**src/rtl/sprog_pkg.sv**
```systemverilog
package sprog_pkg;

    typedef enum logic [2:0] {
        S_IDLE, S_CMD, S_TWC, S_IDRD, S_LOAD, S_PCHK, S_PRD, S_VRF
    } sp_state_e;

    typedef enum logic [1:0] {
        K_UNLOCK, K_ID_ON, K_ID_OFF
    } cmd_kind_e;

    typedef enum logic [1:0] {
        B_IDLE, B_SETUP, B_STROBE, B_HOLD
    } bus_state_e;

endpackage

```
**src/rtl/sprog_bus_cycle.sv**
```systemverilog
module sprog_bus_cycle
    import sprog_pkg::*;
#(
    parameter int AW        = 15,
    parameter int DW        = 8,
    parameter int PULSE_CYC = 3
) (
    input  logic          clk,
    input  logic          rst_n,
    input  logic          go,
    input  logic          wr_i,
    input  logic [AW-1:0] addr_i,
    input  logic [DW-1:0] wdata_i,
    input  logic [DW-1:0] din,
    output logic [AW-1:0] addr_o,
    output logic [DW-1:0] dout,
    output logic          ce_n,
    output logic          oe_n,
    output logic          we_n,
    output logic          cyc_done,
    output logic [DW-1:0] rdata
);
    localparam int PW = $clog2(PULSE_CYC + 1);

    typedef struct packed {
        bus_state_e    st;
        logic          wr;
        logic [AW-1:0] addr;
        logic [DW-1:0] data;
        logic [PW-1:0] cnt;
        logic [DW-1:0] rdata;
    } bus_t;

    bus_t q, d;

    always_comb begin
        d = q;
        case (q.st)
            B_IDLE: if (go) begin
                d.st   = B_SETUP;
                d.wr   = wr_i;
                d.addr = addr_i;
                d.data = wdata_i;
            end
            B_SETUP: begin
                d.st  = B_STROBE;
                d.cnt = PW'(PULSE_CYC - 1);
            end
            B_STROBE: begin
                if (q.cnt == '0) begin
                    d.st = B_HOLD;
                    if (!q.wr) d.rdata = din;
                end else begin
                    d.cnt = q.cnt - PW'(1);
                end
            end
            default: d.st = B_IDLE;
        endcase
    end

    always_ff @(posedge clk) begin
        if (!rst_n) q <= '{st: B_IDLE, default: '0};
        else        q <= d;
    end

    assign addr_o   = q.addr;
    assign dout     = q.data;
    assign ce_n     = (q.st == B_IDLE);
    assign we_n     = !(q.wr && q.st == B_STROBE);
    assign oe_n     = !(!q.wr && (q.st == B_SETUP || q.st == B_STROBE));
    assign cyc_done = (q.st == B_HOLD);
    assign rdata    = q.rdata;
endmodule

```
**src/rtl/sprog_timer.sv**
```systemverilog
module sprog_timer #(
    parameter int TW = 12
) (
    input  logic          clk,
    input  logic          rst_n,
    input  logic          start,
    input  logic          stop,
    input  logic [TW-1:0] load,
    output logic          expired
);
    typedef struct packed {
        logic          run;
        logic [TW-1:0] cnt;
    } tmr_t;

    tmr_t q, d;

    always_comb begin
        d = q;
        if (start) begin
            d.run = 1'b1;
            d.cnt = load;
        end else if (stop) begin
            d.run = 1'b0;
        end else if (q.run && q.cnt != '0) begin
            d.cnt = q.cnt - TW'(1);
        end
    end

    always_ff @(posedge clk) begin
        if (!rst_n) q <= '0;
        else        q <= d;
    end

    assign expired = q.run && (q.cnt == '0) && !start;
endmodule

```
**src/rtl/sprog_sector_buf.sv**
```systemverilog
module sprog_sector_buf #(
    parameter int DEPTH = 16,
    parameter int DW    = 8,
    parameter int OW    = $clog2(DEPTH)
) (
    input  logic          clk,
    input  logic          rst_n,
    input  logic          ld_en,
    input  logic [OW-1:0] ld_off,
    input  logic [DW-1:0] ld_data,
    input  logic [OW-1:0] rd_off,
    output logic [DW-1:0] rd_data
);
    logic [DW-1:0] cell_q [DEPTH];

    for (genvar g = 0; g < DEPTH; g++) begin : g_cell
        always_ff @(posedge clk) begin
            if (!rst_n)                                  cell_q[g] <= '0;
            else if (ld_en && ld_off == OW'(g))          cell_q[g] <= ld_data;
        end
    end

    assign rd_data = cell_q[rd_off];
endmodule

```
**src/rtl/sector_prog_ctrl.sv**
```systemverilog
module sector_prog_ctrl
    import sprog_pkg::*;
#(
    parameter int AW        = 15,
    parameter int DW        = 8,
    parameter int BUF_DEPTH = 16,
    parameter int DEF_SECT  = 8,
    parameter int PULSE_CYC = 3,
    parameter int TWC_CYC   = 50,
    parameter int WD_CYC    = 4000
) (
    input  logic                         clk,
    input  logic                         rst_n,
    input  logic                         ld_en,
    input  logic [$clog2(BUF_DEPTH)-1:0] ld_off,
    input  logic [DW-1:0]                ld_data,
    input  logic                         start,
    input  logic                         id_en,
    input  logic [AW-1:0]                base_addr,
    output logic                         busy,
    output logic                         done,
    output logic                         err_timeout,
    output logic                         err_verify,
    output logic [$clog2(BUF_DEPTH)-1:0] fail_off,
    output logic [AW-1:0]                mem_addr,
    output logic [DW-1:0]                mem_dout,
    input  logic [DW-1:0]                mem_din,
    output logic                         mem_ce_n,
    output logic                         mem_oe_n,
    output logic                         mem_we_n
);
    localparam int OW   = $clog2(BUF_DEPTH);
    localparam int SW   = $clog2(BUF_DEPTH + 1);
    localparam int TMAX = (WD_CYC > TWC_CYC) ? WD_CYC : TWC_CYC;
    localparam int TW   = $clog2(TMAX + 1);

    typedef struct packed {
        sp_state_e     st;
        cmd_kind_e     kind;
        logic [OW-1:0] idx;
        logic [SW-1:0] size;
        logic [AW-1:0] base;
        logic          go;
        logic          tstart;
        logic          tstop;
        logic [TW-1:0] tload;
        logic          busy;
        logic          done;
        logic          err_to;
        logic          err_vf;
        logic [OW-1:0] fail_off;
    } ctl_t;

    ctl_t q, d;

    logic          b_done, b_wr, t_exp;
    logic [AW-1:0] b_addr;
    logic [DW-1:0] b_data, b_rdata, buf_rd;
    logic [OW-1:0] last_off, rd_off;
    logic          load_follow;

    function automatic logic [SW-1:0] size_from_code(input logic [1:0] code);
        int s;
        case (code)
            2'd0:    s = 4;
            2'd1:    s = 8;
            default: s = 16;
        endcase
        if (s > BUF_DEPTH) s = BUF_DEPTH;
        return SW'(s);
    endfunction

    function automatic logic [AW-1:0] sect_addr(input logic [AW-1:0] base,
                                                input logic [SW-1:0] size,
                                                input logic [OW-1:0] off);
        return (base & ~(AW'(size) - AW'(1))) | AW'(off);
    endfunction

    assign last_off    = OW'(q.size - SW'(1));
    assign rd_off      = (q.st == S_PRD) ? last_off : q.idx;
    assign load_follow = (q.st == S_LOAD) && (q.idx != '0);

    // address and data presented to the bus engine; sampled when go is high
    always_comb begin
        b_wr   = (q.st == S_CMD) || (q.st == S_LOAD);
        b_data = buf_rd;
        case (q.st)
            S_CMD: begin
                b_addr = (q.idx == OW'(1)) ? AW'(16'h2AAA) : AW'(16'h5555);
                case (q.idx)
                    OW'(0):  b_data = DW'(8'hAA);
                    OW'(1):  b_data = DW'(8'h55);
                    default: b_data = (q.kind == K_ID_ON)  ? DW'(8'h90) :
                                      (q.kind == K_ID_OFF) ? DW'(8'hF0) : DW'(8'hA0);
                endcase
            end
            S_IDRD:  b_addr = AW'(1);
            S_PRD:   b_addr = sect_addr(q.base, q.size, last_off);
            default: b_addr = sect_addr(q.base, q.size, q.idx);
        endcase
    end

    always_comb begin
        d        = q;
        d.go     = 1'b0;
        d.tstart = 1'b0;
        d.tstop  = 1'b0;
        case (q.st)
            S_IDLE: if (start) begin
                d.busy     = 1'b1;
                d.done     = 1'b0;
                d.err_to   = 1'b0;
                d.err_vf   = 1'b0;
                d.fail_off = '0;
                d.base     = base_addr;
                d.idx      = '0;
                d.go       = 1'b1;
                d.st       = S_CMD;
                d.kind     = id_en ? K_ID_ON : K_UNLOCK;
            end
            S_CMD: if (b_done) begin
                if (q.idx == OW'(2)) begin
                    d.idx = '0;
                    case (q.kind)
                        K_ID_ON: begin
                            d.st     = S_TWC;
                            d.tstart = 1'b1;
                            d.tload  = TW'(TWC_CYC);
                        end
                        K_ID_OFF: begin
                            d.kind = K_UNLOCK;
                            d.go   = 1'b1;
                        end
                        default: begin
                            d.st = S_LOAD;
                            d.go = 1'b1;
                        end
                    endcase
                end else begin
                    d.idx = q.idx + OW'(1);
                    d.go  = 1'b1;
                end
            end
            S_TWC: if (t_exp) begin
                d.st = S_IDRD;
                d.go = 1'b1;
            end
            S_IDRD: if (b_done) begin
                d.size = size_from_code(b_rdata[1:0]);
                d.st   = S_CMD;
                d.kind = K_ID_OFF;
                d.idx  = '0;
                d.go   = 1'b1;
            end
            S_LOAD: if (b_done) begin
                if (q.idx == last_off) begin
                    d.st     = S_PCHK;
                    d.tstart = 1'b1;
                    d.tload  = TW'(WD_CYC);
                end else begin
                    d.idx = q.idx + OW'(1);
                    d.go  = 1'b1;
                end
            end
            S_PCHK: begin
                if (t_exp) begin
                    d.err_to = 1'b1;
                    d.st     = S_IDLE;
                    d.busy   = 1'b0;
                    d.done   = 1'b1;
                    d.tstop  = 1'b1;
                end else begin
                    d.st = S_PRD;
                    d.go = 1'b1;
                end
            end
            S_PRD: if (b_done) begin
                if (b_rdata == buf_rd) begin
                    d.st  = S_VRF;
                    d.idx = '0;
                    d.go  = 1'b1;
                end else begin
                    d.st = S_PCHK;
                end
            end
            S_VRF: if (b_done) begin
                if (b_rdata != buf_rd || q.idx == last_off) begin
                    d.err_vf   = (b_rdata != buf_rd);
                    d.fail_off = (b_rdata != buf_rd) ? q.idx : '0;
                    d.st       = S_IDLE;
                    d.busy     = 1'b0;
                    d.done     = 1'b1;
                    d.tstop    = 1'b1;
                end else begin
                    d.idx = q.idx + OW'(1);
                    d.go  = 1'b1;
                end
            end
            default: d.st = S_IDLE;
        endcase
    end

    always_ff @(posedge clk) begin
        if (!rst_n) q <= '{st: S_IDLE, kind: K_UNLOCK, size: SW'(DEF_SECT), default: '0};
        else        q <= d;
    end

    sprog_sector_buf #(.DEPTH(BUF_DEPTH), .DW(DW), .OW(OW)) u_buf (
        .clk(clk), .rst_n(rst_n), .ld_en(ld_en), .ld_off(ld_off), .ld_data(ld_data),
        .rd_off(rd_off), .rd_data(buf_rd)
    );

    sprog_timer #(.TW(TW)) u_tmr (
        .clk(clk), .rst_n(rst_n), .start(q.tstart), .stop(q.tstop), .load(q.tload),
        .expired(t_exp)
    );

    sprog_bus_cycle #(.AW(AW), .DW(DW), .PULSE_CYC(PULSE_CYC)) u_bus (
        .clk(clk), .rst_n(rst_n), .go(q.go), .wr_i(b_wr), .addr_i(b_addr), .wdata_i(b_data),
        .din(mem_din), .addr_o(mem_addr), .dout(mem_dout), .ce_n(mem_ce_n), .oe_n(mem_oe_n),
        .we_n(mem_we_n), .cyc_done(b_done), .rdata(b_rdata)
    );

    assign busy        = q.busy;
    assign done        = q.done;
    assign err_timeout = q.err_to;
    assign err_verify  = q.err_vf;
    assign fail_off    = q.fail_off;
endmodule

```
**config.mk**
```make
export PLATFORM = sky130hd
export DESIGN_NAME = sector_prog_ctrl
export DESIGN_NICKNAME = d
export VERILOG_FILES = /design/src/rtl/sprog_pkg.sv /design/src/rtl/sprog_bus_cycle.sv /design/src/rtl/sprog_timer.sv /design/src/rtl/sprog_sector_buf.sv /design/src/rtl/sector_prog_ctrl.sv
export SDC_FILE = /design/constraint.sdc
export NUM_CORES = 1
export LEC_CHECK = 0
export ABC_AREA = 1
export BUFFER_PORTS_ARGS = -buffer_cell sky130_fd_sc_hd__buf_4
export CAP_MARGIN = 20
export CORE_UTILIZATION = 60
export CTS_BUF_LIST = sky130_fd_sc_hd__clkbuf_2 sky130_fd_sc_hd__clkbuf_4 sky130_fd_sc_hd__clkbuf_8
export DETAILED_ROUTE_END_ITERATION = 7
export PLACE_DENSITY = 0.9
export RECOVER_POWER = 50
export SETUP_SLACK_MARGIN = 0.2
export SYNTH_ARGS = -nofsm -noshare
export SYNTH_HDL_FRONTEND = slang
export SYNTH_SLANG_ARGS = --single-unit
```
**constraint.sdc**
```tcl
create_clock -name clk -period 5.68 [get_ports clk]
set_clock_uncertainty 0.2 [all_clocks]
set_input_delay 1.136 -clock clk [delete_from_list [all_inputs] [get_ports clk]]
set_output_delay 1.136 -clock clk [all_outputs]
set_load 0.01 [all_outputs]
```
==> Word level (Yosys, flattened, before mapping) <==
Memories as Yosys holds them, arrays and structs flattened.
Cells that the tools add are included.
{ "op_classes": {"eq_ne": 54, "muxes": 146, "n_reduce_logical": 59, "order_cmp": 1, "bitwise_logic": 21, "add_sub_neg": 5} }
{ "op_table": {"columns": ["op", "count"], "rows": [
  ["$mux 8", 18],
  ["$mux 12", 7],
  ["$mux 1", 67],
  ["$mux 32", 2],
  ["$pmux 15 s3", 1],
  ["$mux 4", 9],
  ["$eq 4x4->1 const B", 8],
  ["$gt 32x6->1 const B", 1],
  ["$or 15x4->15", 2],
  ["$mux 26", 1],
  ["$ne 2x2->1 const B", 13],
  ["$pmux 12 s2", 1],
  ["$pmux 3 s8", 1],
  ["$pmux 4 s6", 1],
  ["$logic_and 1x1->1", 21],
  ["$mux 3", 7],
  ["$mux 5", 4],
  ["$pmux 5 s2", 2],
  ["$mux 9", 2],
  ["$pmux 2 s3", 3],
  ["$eq 4x3->1 const B", 4],
  ["$mux 2", 8],
  ["$ne 2x1->1 const B", 8],
  ["$or 1x1->1", 16],
  ["other kinds (44)", 79]
]} }
{ "word_totals": {"ram_bits": 128, "memories": 1, "reg_bits": 101, "wordCells": 309} }
{ "mem_list": {"columns": ["memory", "words", "word_bits", "read_ports", "rd_clocked_by_memory_dff", "wr", "line", "source"], "rows": [
  ["u_buf.cell_q", 16, 8, 1, 0, 16, "sprog_sector_buf.sv:14", "logic [DW-1:0] cell_q [DEPTH];"]
]} }

==> Logic depth before layout (Yosys ltp) <==
Gate-level depths: netlist of run 1.
{ "depth": {"ltp_word": 8, "ltp_mapped": 22, "depth_no_buf": 19} }

==> Modules after synthesis <==
From an unflattened synthesis of run 1, not the netlist that was laid out.
{ "unflattened": {"hier_cells": 1473, "area_unflattened_um2": 11446.0} }
{ "by_module_without_submodules": {"columns": ["mod", "cells_each", "area_each_um2", "n_inst", "seq_area_each_um2"], "rows": [
  ["sprog_sector_buf", 723, 6277.3, 1, 3843.7],
  ["sector_prog_ctrl", 381, 2521.2, 1, 780.7],
  ["sprog_bus_cycle", 217, 1689.1, 1, 720.7],
  ["sprog_timer", 152, 958.4, 1, 260.2]
]} }

==> Worst setup path after synthesis of run 1 <==
No wires, ideal clock.
{ "synth_path": {"path_kind": "input port to flip-flop", "startpoint": "in ld_off[3]", "endpoint": "mem u_buf.cell_q[13][0], enable pin", "setup_time_ns": 0.384, "setup_slack_ns": 2.743, "stages": 4, "required_ns": 5.096, "arrival_time_ns": 2.353, "cell_sequence": "inv_1 -> nor3_1 -> inv_1 -> o21ai_0"} }
{ "synth_lines": {"columns": ["item", "line", "source"], "rows": [
  ["from (decl)", "sector_prog_ctrl.sv:15", "input logic [$clog2(BUF_DEPTH)-1:0] ld_off,"],
  ["to (decl)", "sprog_sector_buf.sv:14", null]
]} }

==> Final worst setup path of run 1 <==
{ "layout_path": {"startpoint": "reg q[49] (netlist name)", "endpoint": "reg q[44] (netlist name)"} }
{ "layout_via": {"elab_chain_cells": 7, "elab_cells_between_ends": 23, "cone_classes": "eq/ne (16); mux (2); reduce/logical (4); memory (1)"} }
{ "layout_rtl": {"columns": ["item", "line", "source"], "rows": [
  ["from (decl)", "sector_prog_ctrl.sv:54", "ctl_t q, d;"],
  ["from (signal assigned)", "sector_prog_ctrl.sv:204", "if (!rst_n) q <= '{st: S_IDLE, kind: K_UNLOCK, size: SW'(DEF_SECT), default: '0};"],
  ["from (signal assigned)", "sector_prog_ctrl.sv:205", "else q <= d;"],
  ["$eq 3x3->1", "sector_prog_ctrl.sv:80, sector_prog_ctrl.sv:108", null],
  ["$mux 4", "sector_prog_ctrl.sv:80", "assign rd_off = (q.st == S_PRD) ? last_off : q.idx;"],
  ["$mem_v2 16x8", null, null],
  ["$ne 8x8->1", "sector_prog_ctrl.sv:187", "if (b_rdata != buf_rd || q.idx == last_off) begin"],
  ["$logic_or 1x1->1", "sector_prog_ctrl.sv:187", null],
  ["$ne 2x2->1 (no source line)", null, null],
  ["$reduce_and 10->1 (no source line)", null, null]
]} }
Parallel ways exist; a longest one is shown, timed or not.
A chain may end at the register's enable or synchronous reset.

==> results.toml, run 1 <==
[floorplanning]
placeableCoreArea_um2 = 17400
die_h_um = 136
die_x_um = 136
initial_core_util_pct = 61.7
rows = 48
dieArea_um2 = 18400
ioPinCount = 74

[sta]
worst_slew_pin_slew_ns = 1.61
maxSlewViolCount = 36
slew_headroom_pct = -7.46
period_share_pct = 77.8
hold_slack_ns = 0.249
setup_tns_ns = 0
fin_ws_ns = 1.26
fmax_mhz = 226
hold_viol = 0
rsz0062_at_grt = "no"
period_needed_ns = 4.42
setup_viol = 0

[power_and_ir_drop]
p_comb_share_pct = 29.7
leakagePower_nw = 4.87
power.density_nw_per_um2 = 408
power_frac_seq_pct = 41.2
p_clk_share_pct = 29.1
p_int_w = 0.00305
ir_worst_vdd_mv = 0.262
power_switching_w = 0.00171
total_power_w = 0.00475
swShare_pct = 35.9

[clocking]
post_cts_buffers = 0
clk_path_buf_depth = 3
post_cts_resized = 0
root_buffer = "clkbuf_8"
cts_buffers = 37
cts_htree_levels = 2
clk_pin_slew_worst_paths_ns = 0.06
cts_sinks = 216
clk_latency_ns = 0.54
cts_tree = "built"
cts_hold_buf = 0

[yosys]
synth.area.mux_share_pct = 0
avgSynthCellArea_um2 = 8.30
synthesis.area_um2 = 10700
syn-instance-count = 1291
synth_edf_count = 128
ys_types = 48
ys_seq_elements = 216
synth-main-ff-cell = "edfxtp_1"
synth_xor_area_share_pct = 0.409
yosysSeqAreaShare_pct = 52.3
synth-compound-area-share_pct = 8.26
yosys.area_share.simple_pct = 28.3
synth_top_family_by_area = "simple AND/OR/NAND/NOR gates"
async_flop_share_pct = 0
syn_nets = 1344
yosysWarningCount = 0
synthAdderAreaFrac_pct = 1.52

[routing]
wl_met2_um = 13500
routed_wl_um = 26500
drt-pass1-iter-count = 6
drt_first_iter_violations = 1071
met3_length_um = 2390
vias = 9172
drc = 0
ant_nets = 0
highest_layer = "met4"
wl_met1_um = 9910
wl_per_cell_um = 16.9
viasPerCell = 5.83

[run_status]
violations = "capacitance limit, slew limit"
status = "finished, violations left"

[placed_design]
dp_slack_ns = 1.96
gp_congestion = 0.917
io_buffers = 71
hpwlAfterDp_um = 17100
place_area_um2 = 11000

[setup_path]
cp_data_required_time_ns = 5.83
worst-setup-path-type = "reg -> reg"
path_buf_inv = 1
cp_common_cell = "nand2_1"
crit_fanout = 33
cp_slowest_cell = "nand2_1"
cp-end-kind = "flop"
critPathTopFamily = "simple AND/OR/NAND/NOR gates"
max_stage_delay_ns = 0.82
cp-start-kind = "flop"
worstPathArrival_ns = 4.57
reg2reg_slack_ns = 1.26
crit_path_cell_trace = "clkinvlp_2 -> nand3_4 -> nand2_1 -> nand2_1 -> nand3_1 -> nand3_1 -> nand3_1 -> nand2_1 -> nand2_1 -> nand2_1 -> nand2_2 -> nor2_4 -> nand2_2 -> nand2_2 -> nand3_2 -> nand2_1 -> a21oi_1"

[global_route]
grt_antenna_before_repair = 0
gr-total-overflow = 0
grt_max_degree = 81
grt_first_pass_wirelength_um = 41500
grt.total_usage_pct = 29.2
grt_pass1_vias = 8786

[cells_and_area]
final_area_um2 = 11600
final_nets = 1376
final_common_cell = "nand2_1"
layout_common_cells = "273 x nand2_1, 202 x nor2_1, 161 x nand3_1"
diodes = 0
final_layout_size_suffix_gt1_share_pct = 9.50
areaGrowthSynthToFinish_pct = 8.66
nFillCells = 1370

[flow_run]
drv_cap = 1

[hold_path]
hp-class = "reg -> reg"
worst min-delay path, stage by stage (launching register included):
cell     delay (ns)
dfxtp_1        0.30
inv_1          0.04
a21oi_1        0.05
per-stage QoR:
stage,util (%),cells
floorplan,-,1291
global placement,63.6,1506
detailed placement,63.6,1506
CTS,67.8,1569
global route,67.1,1572
finish,67.1,1572
cell type report:
type	count	area [µm²]	area share, %
flip-flops and latches	216	5610	48.1
multi-input cells	864	4110	35.3
clock buffers	54	681	5.85
inverters	127	478	4.10
repair buffers	77	448	3.85
well taps	225	282	2.42
clock inverters	9	41.3	0.355
synthesized netlist by cell type, types with 6 or more instances:
library cell    n  area [µm²]
a21oi_1        69         345
dfxtp_1        88        1760
buf_4          34         255
inv_1         119         447
nand3_1       161         806
nor2_1        202         758
ha_1           13         163
buf_2          11        55.1
a211oi_1        6        45.0
a31oi_1         7        43.8
inv_2           6        22.5
o221ai_1       10        87.6
nor3_1         22         110
o21ai_0        45         225
nand4_1         9        56.3
clkbuf_1       30         113
nand2_1       272        1020
edfxtp_1      128        3840
nand2_2         6        37.5
registers in the layout, indices dropped and copies added, names as in the netlist:
register / count
fail_off: 4
q: 31
u_buf.cell_q: 128
u_bus.rdata: 8
busy: 1
err_timeout: 1
u_bus.addr_o: 15
u_tmr.q: 13
err_verify: 1
u_bus.q: 5
done: 1
u_bus.dout: 8
power groups by stage:
| stage | Combinational (W) | Clock [W] | Sequential [W] |
|---|---|---|---|
| 2_1_floorplan | 0.00115 | 0 | 0.00194 |
| 3_3_place_gp | 0.00137 | 0 | 0.00198 |
| 3_5_place_dp | 0.00142 | 0 | 0.00199 |
| 4_1_cts | 0.00143 | 0.00138 | 0.00196 |
| 5_1_grt | 0.00156 | 0.00146 | 0.00197 |
| 6_report | 0.00141 | 0.00138 | 0.00196 |
final timing paths:
kind,from,endpoint,cells after the start
setup / recovery,q[49],q[44],17
hold / removal,q[13],q[13],2
setup reg to reg,q[49],q[44],17
hold reg to reg,q[13],q[13],2
kinds of logic after synthesis:
family	count (synthesis)
simple gates	694
fa+ha+maj	13
xor+xnor	5
compound gates	152
flops	216
buf+inv	211
routing by layer:
metal / track usage (%) / up-vias
li1: - / 4330
met1: 35.0 / 4266
met2: 50.9 / 512
met3: 4.45 / 64
met4: 14.6 / 0
met5: 0 / -
Power figures use the tool's default switching activity.
==> inputs of run 2 (changes only) <==
Settings changed: CORE_UTILIZATION 60 to 57.
Clock period 5.68 ns to 3.7 ns, I/O delays scaled along.
==> results.toml, run 2 (same netlist as run 1, synthesis figures left out) <==
[run_status]
status = "finished, violations left"
violations = "DRC, capacitance limit, slew limit"

[setup_path]
cp-start-kind = "flop"
cp_slowest_cell = "dfxtp_1"
max_stage_delay_ns = 0.58
worstPathArrival_ns = 3.48
cp_data_required_time_ns = 3.95
reg2reg_slack_ns = 0.47
timing.rr.start = "q[49]"
r2r_cells = 15
cp-end-kind = "flop"
rr_endpoint = "q[51]"
crit_cells = 15
path_buf_inv = 1
worst-setup-path-type = "reg -> reg"
crit_fanout = 29
critPathTopFamily = "simple AND/OR/NAND/NOR gates"
crit_path_cell_trace = "nor2_4 -> nor2_4 -> buf_4 -> nand2_1 -> nand3_1 -> nand3_1 -> nand3_1 -> nand3_1 -> nand2_1 -> nand2_1 -> nor2_4 -> nand4_2 -> nand2_1 -> o21ai_0 -> a21oi_1"

[floorplanning]
die_h_um = 139
dieArea_um2 = 19400
placeableCoreArea_um2 = 18200
rows = 49
ioPinCount = 74
die_x_um = 139
initial_core_util_pct = 58.8

[power_and_ir_drop]
ir_worst_vdd_mv = 0.354
power.density_nw_per_um2 = 632
leakagePower_nw = 4.92
total_power_w = 0.00744

[global_route]
grt_first_pass_wirelength_um = 42000
grt_max_degree = 52
use_met3_pct = 5.25
grt_antenna_before_repair = 0
met2_usage_pct = 47.5
grt.total_usage_pct = 27.5
grt_busiest_layer = "met2"
gr-total-overflow = 0
grt_pass1_vias = 8743
met1_usage_pct = 32.7

[cells_and_area]
largest_reg_flops = 128
fin_cells = 1586
final_layout_size_suffix_gt1_share_pct = 10.2
top_register = "u_buf.cell_q"
layout_common_cells = "272 x nand2_1, 202 x nor2_1, 161 x nand3_1"
final_common_cell = "nand2_1"
diodes = 0
areaGrowthSynthToFinish_pct = 9.77
final_nets = 1382

[clocking]
cts_tree = "built"
clk_latency_ns = 0.54
cts_buffers = 37
cts_sinks = 216
clk_path_buf_depth = 3
cts_htree_levels = 2
root_buffer = "clkbuf_8"
clk_pin_slew_worst_paths_ns = 0.06

[routing]
wl_per_cell_um = 16.6
drt_first_iter_violations = 1044
ant_nets = 0
viasPerCell = 5.77
routed_wl_um = 26400
drt-pass1-iter-count = 8
vias = 9157
drc = 6

[sta]
period_needed_ns = 3.23
setup_tns_ns = 0
fmax_mhz = 310
hold_slack_ns = 0.249
worst_slew_pin_slew_ns = 1.63
rsz0062_at_grt = "no"
hold_viol = 0
period_share_pct = 87.3
slew_headroom_pct = -8.79
setup_viol = 0
maxSlewViolCount = 36
fin_ws_ns = 0.471

[placed_design]
dp_slack_ns = 0.421
post-place-cells = 1519
hpwlAfterDp_um = 17400
gp_congestion = 0.899
io_buffers = 71

[hold_path]
whs_endpoint = "q[13]"
hold_start = "q[13]"
min_path_cells = 2
hp-class = "reg -> reg"

[flow_run]
drv_cap = 1
## run 2: changes by cell type in the layout (fill, tap and decap cells not counted), moves of 2 or more
cell and change:
inv_1 -2, clkinv_1 +3, clkbuf_8 -2, buf_4 +8
inv_2 +2, bufinv_16 +2
## run 2: area by class of cell
class / instances / area, µm²
repair buffers: 83 / 493
multi-input cells: 864 / 4130
clock inverters: 14 / 113
flip-flops and latches: 216 / 5610
well taps: 229 / 287
inverters: 127 / 479
fillers: 1451 / 6450
clock buffers: 53 / 661
## run 2: worst max-delay path by stage
stage | slack, ns | to | startpoint
floorplan | 1.10 | q[43] | q[40]
global placement | 0.51 | q[43] | q[49]
detailed placement | 0.42 | q[43] | q[49]
CTS | 0.36 | q[43] | q[49]
global route | 0.18 | q[43] | q[49]
finish | 0.47 | q[51] | q[49]
## run 2: stage by stage
stage	util, %	cell area (µm²)
6_report	64.6	11800
5_1_grt	64.6	11800
4_1_cts	65.3	11900
3_5_place_dp	61.0	11100
3_3_place_gp	61.0	11100
2_1_floorplan	-	10700
## run 2: power breakdown
group          leakage [nW]  total (W)  internal, W  switching (W)
Sequential             1.94    0.00300      0.00284       0.000169
Combinational          2.57    0.00218     0.000679        0.00150
Clock                 0.407    0.00225      0.00129       0.000963
Total                  4.92    0.00744      0.00480        0.00263
## run 2: per-layer routing
metal  up-vias  wire, µm
li1       4344         -
met3        99      2270
met1      4211      9950
met5         -         0
met4         0      1050
met2       503     13100
## run 2: worst min-delay path: cells and delay by family (launching register included)
kind	cells	cell delay (ns)
AOI/OAI and AO/OA	1	0.05
buffers and inverters	1	0.04
DFF	1	0.30
## run 2: what timing repair did
| item | 4_1_cts | 5_1_grt |
|---|---|---|
| resized for setup | 0 | 1 |
| hold buffers | 0 | 0 |
| endpoints found under the setup margin | 0 | 16 |
| endpoints found under the hold margin | 0 | 0 |
| buffers inserted | 0 | 0 |
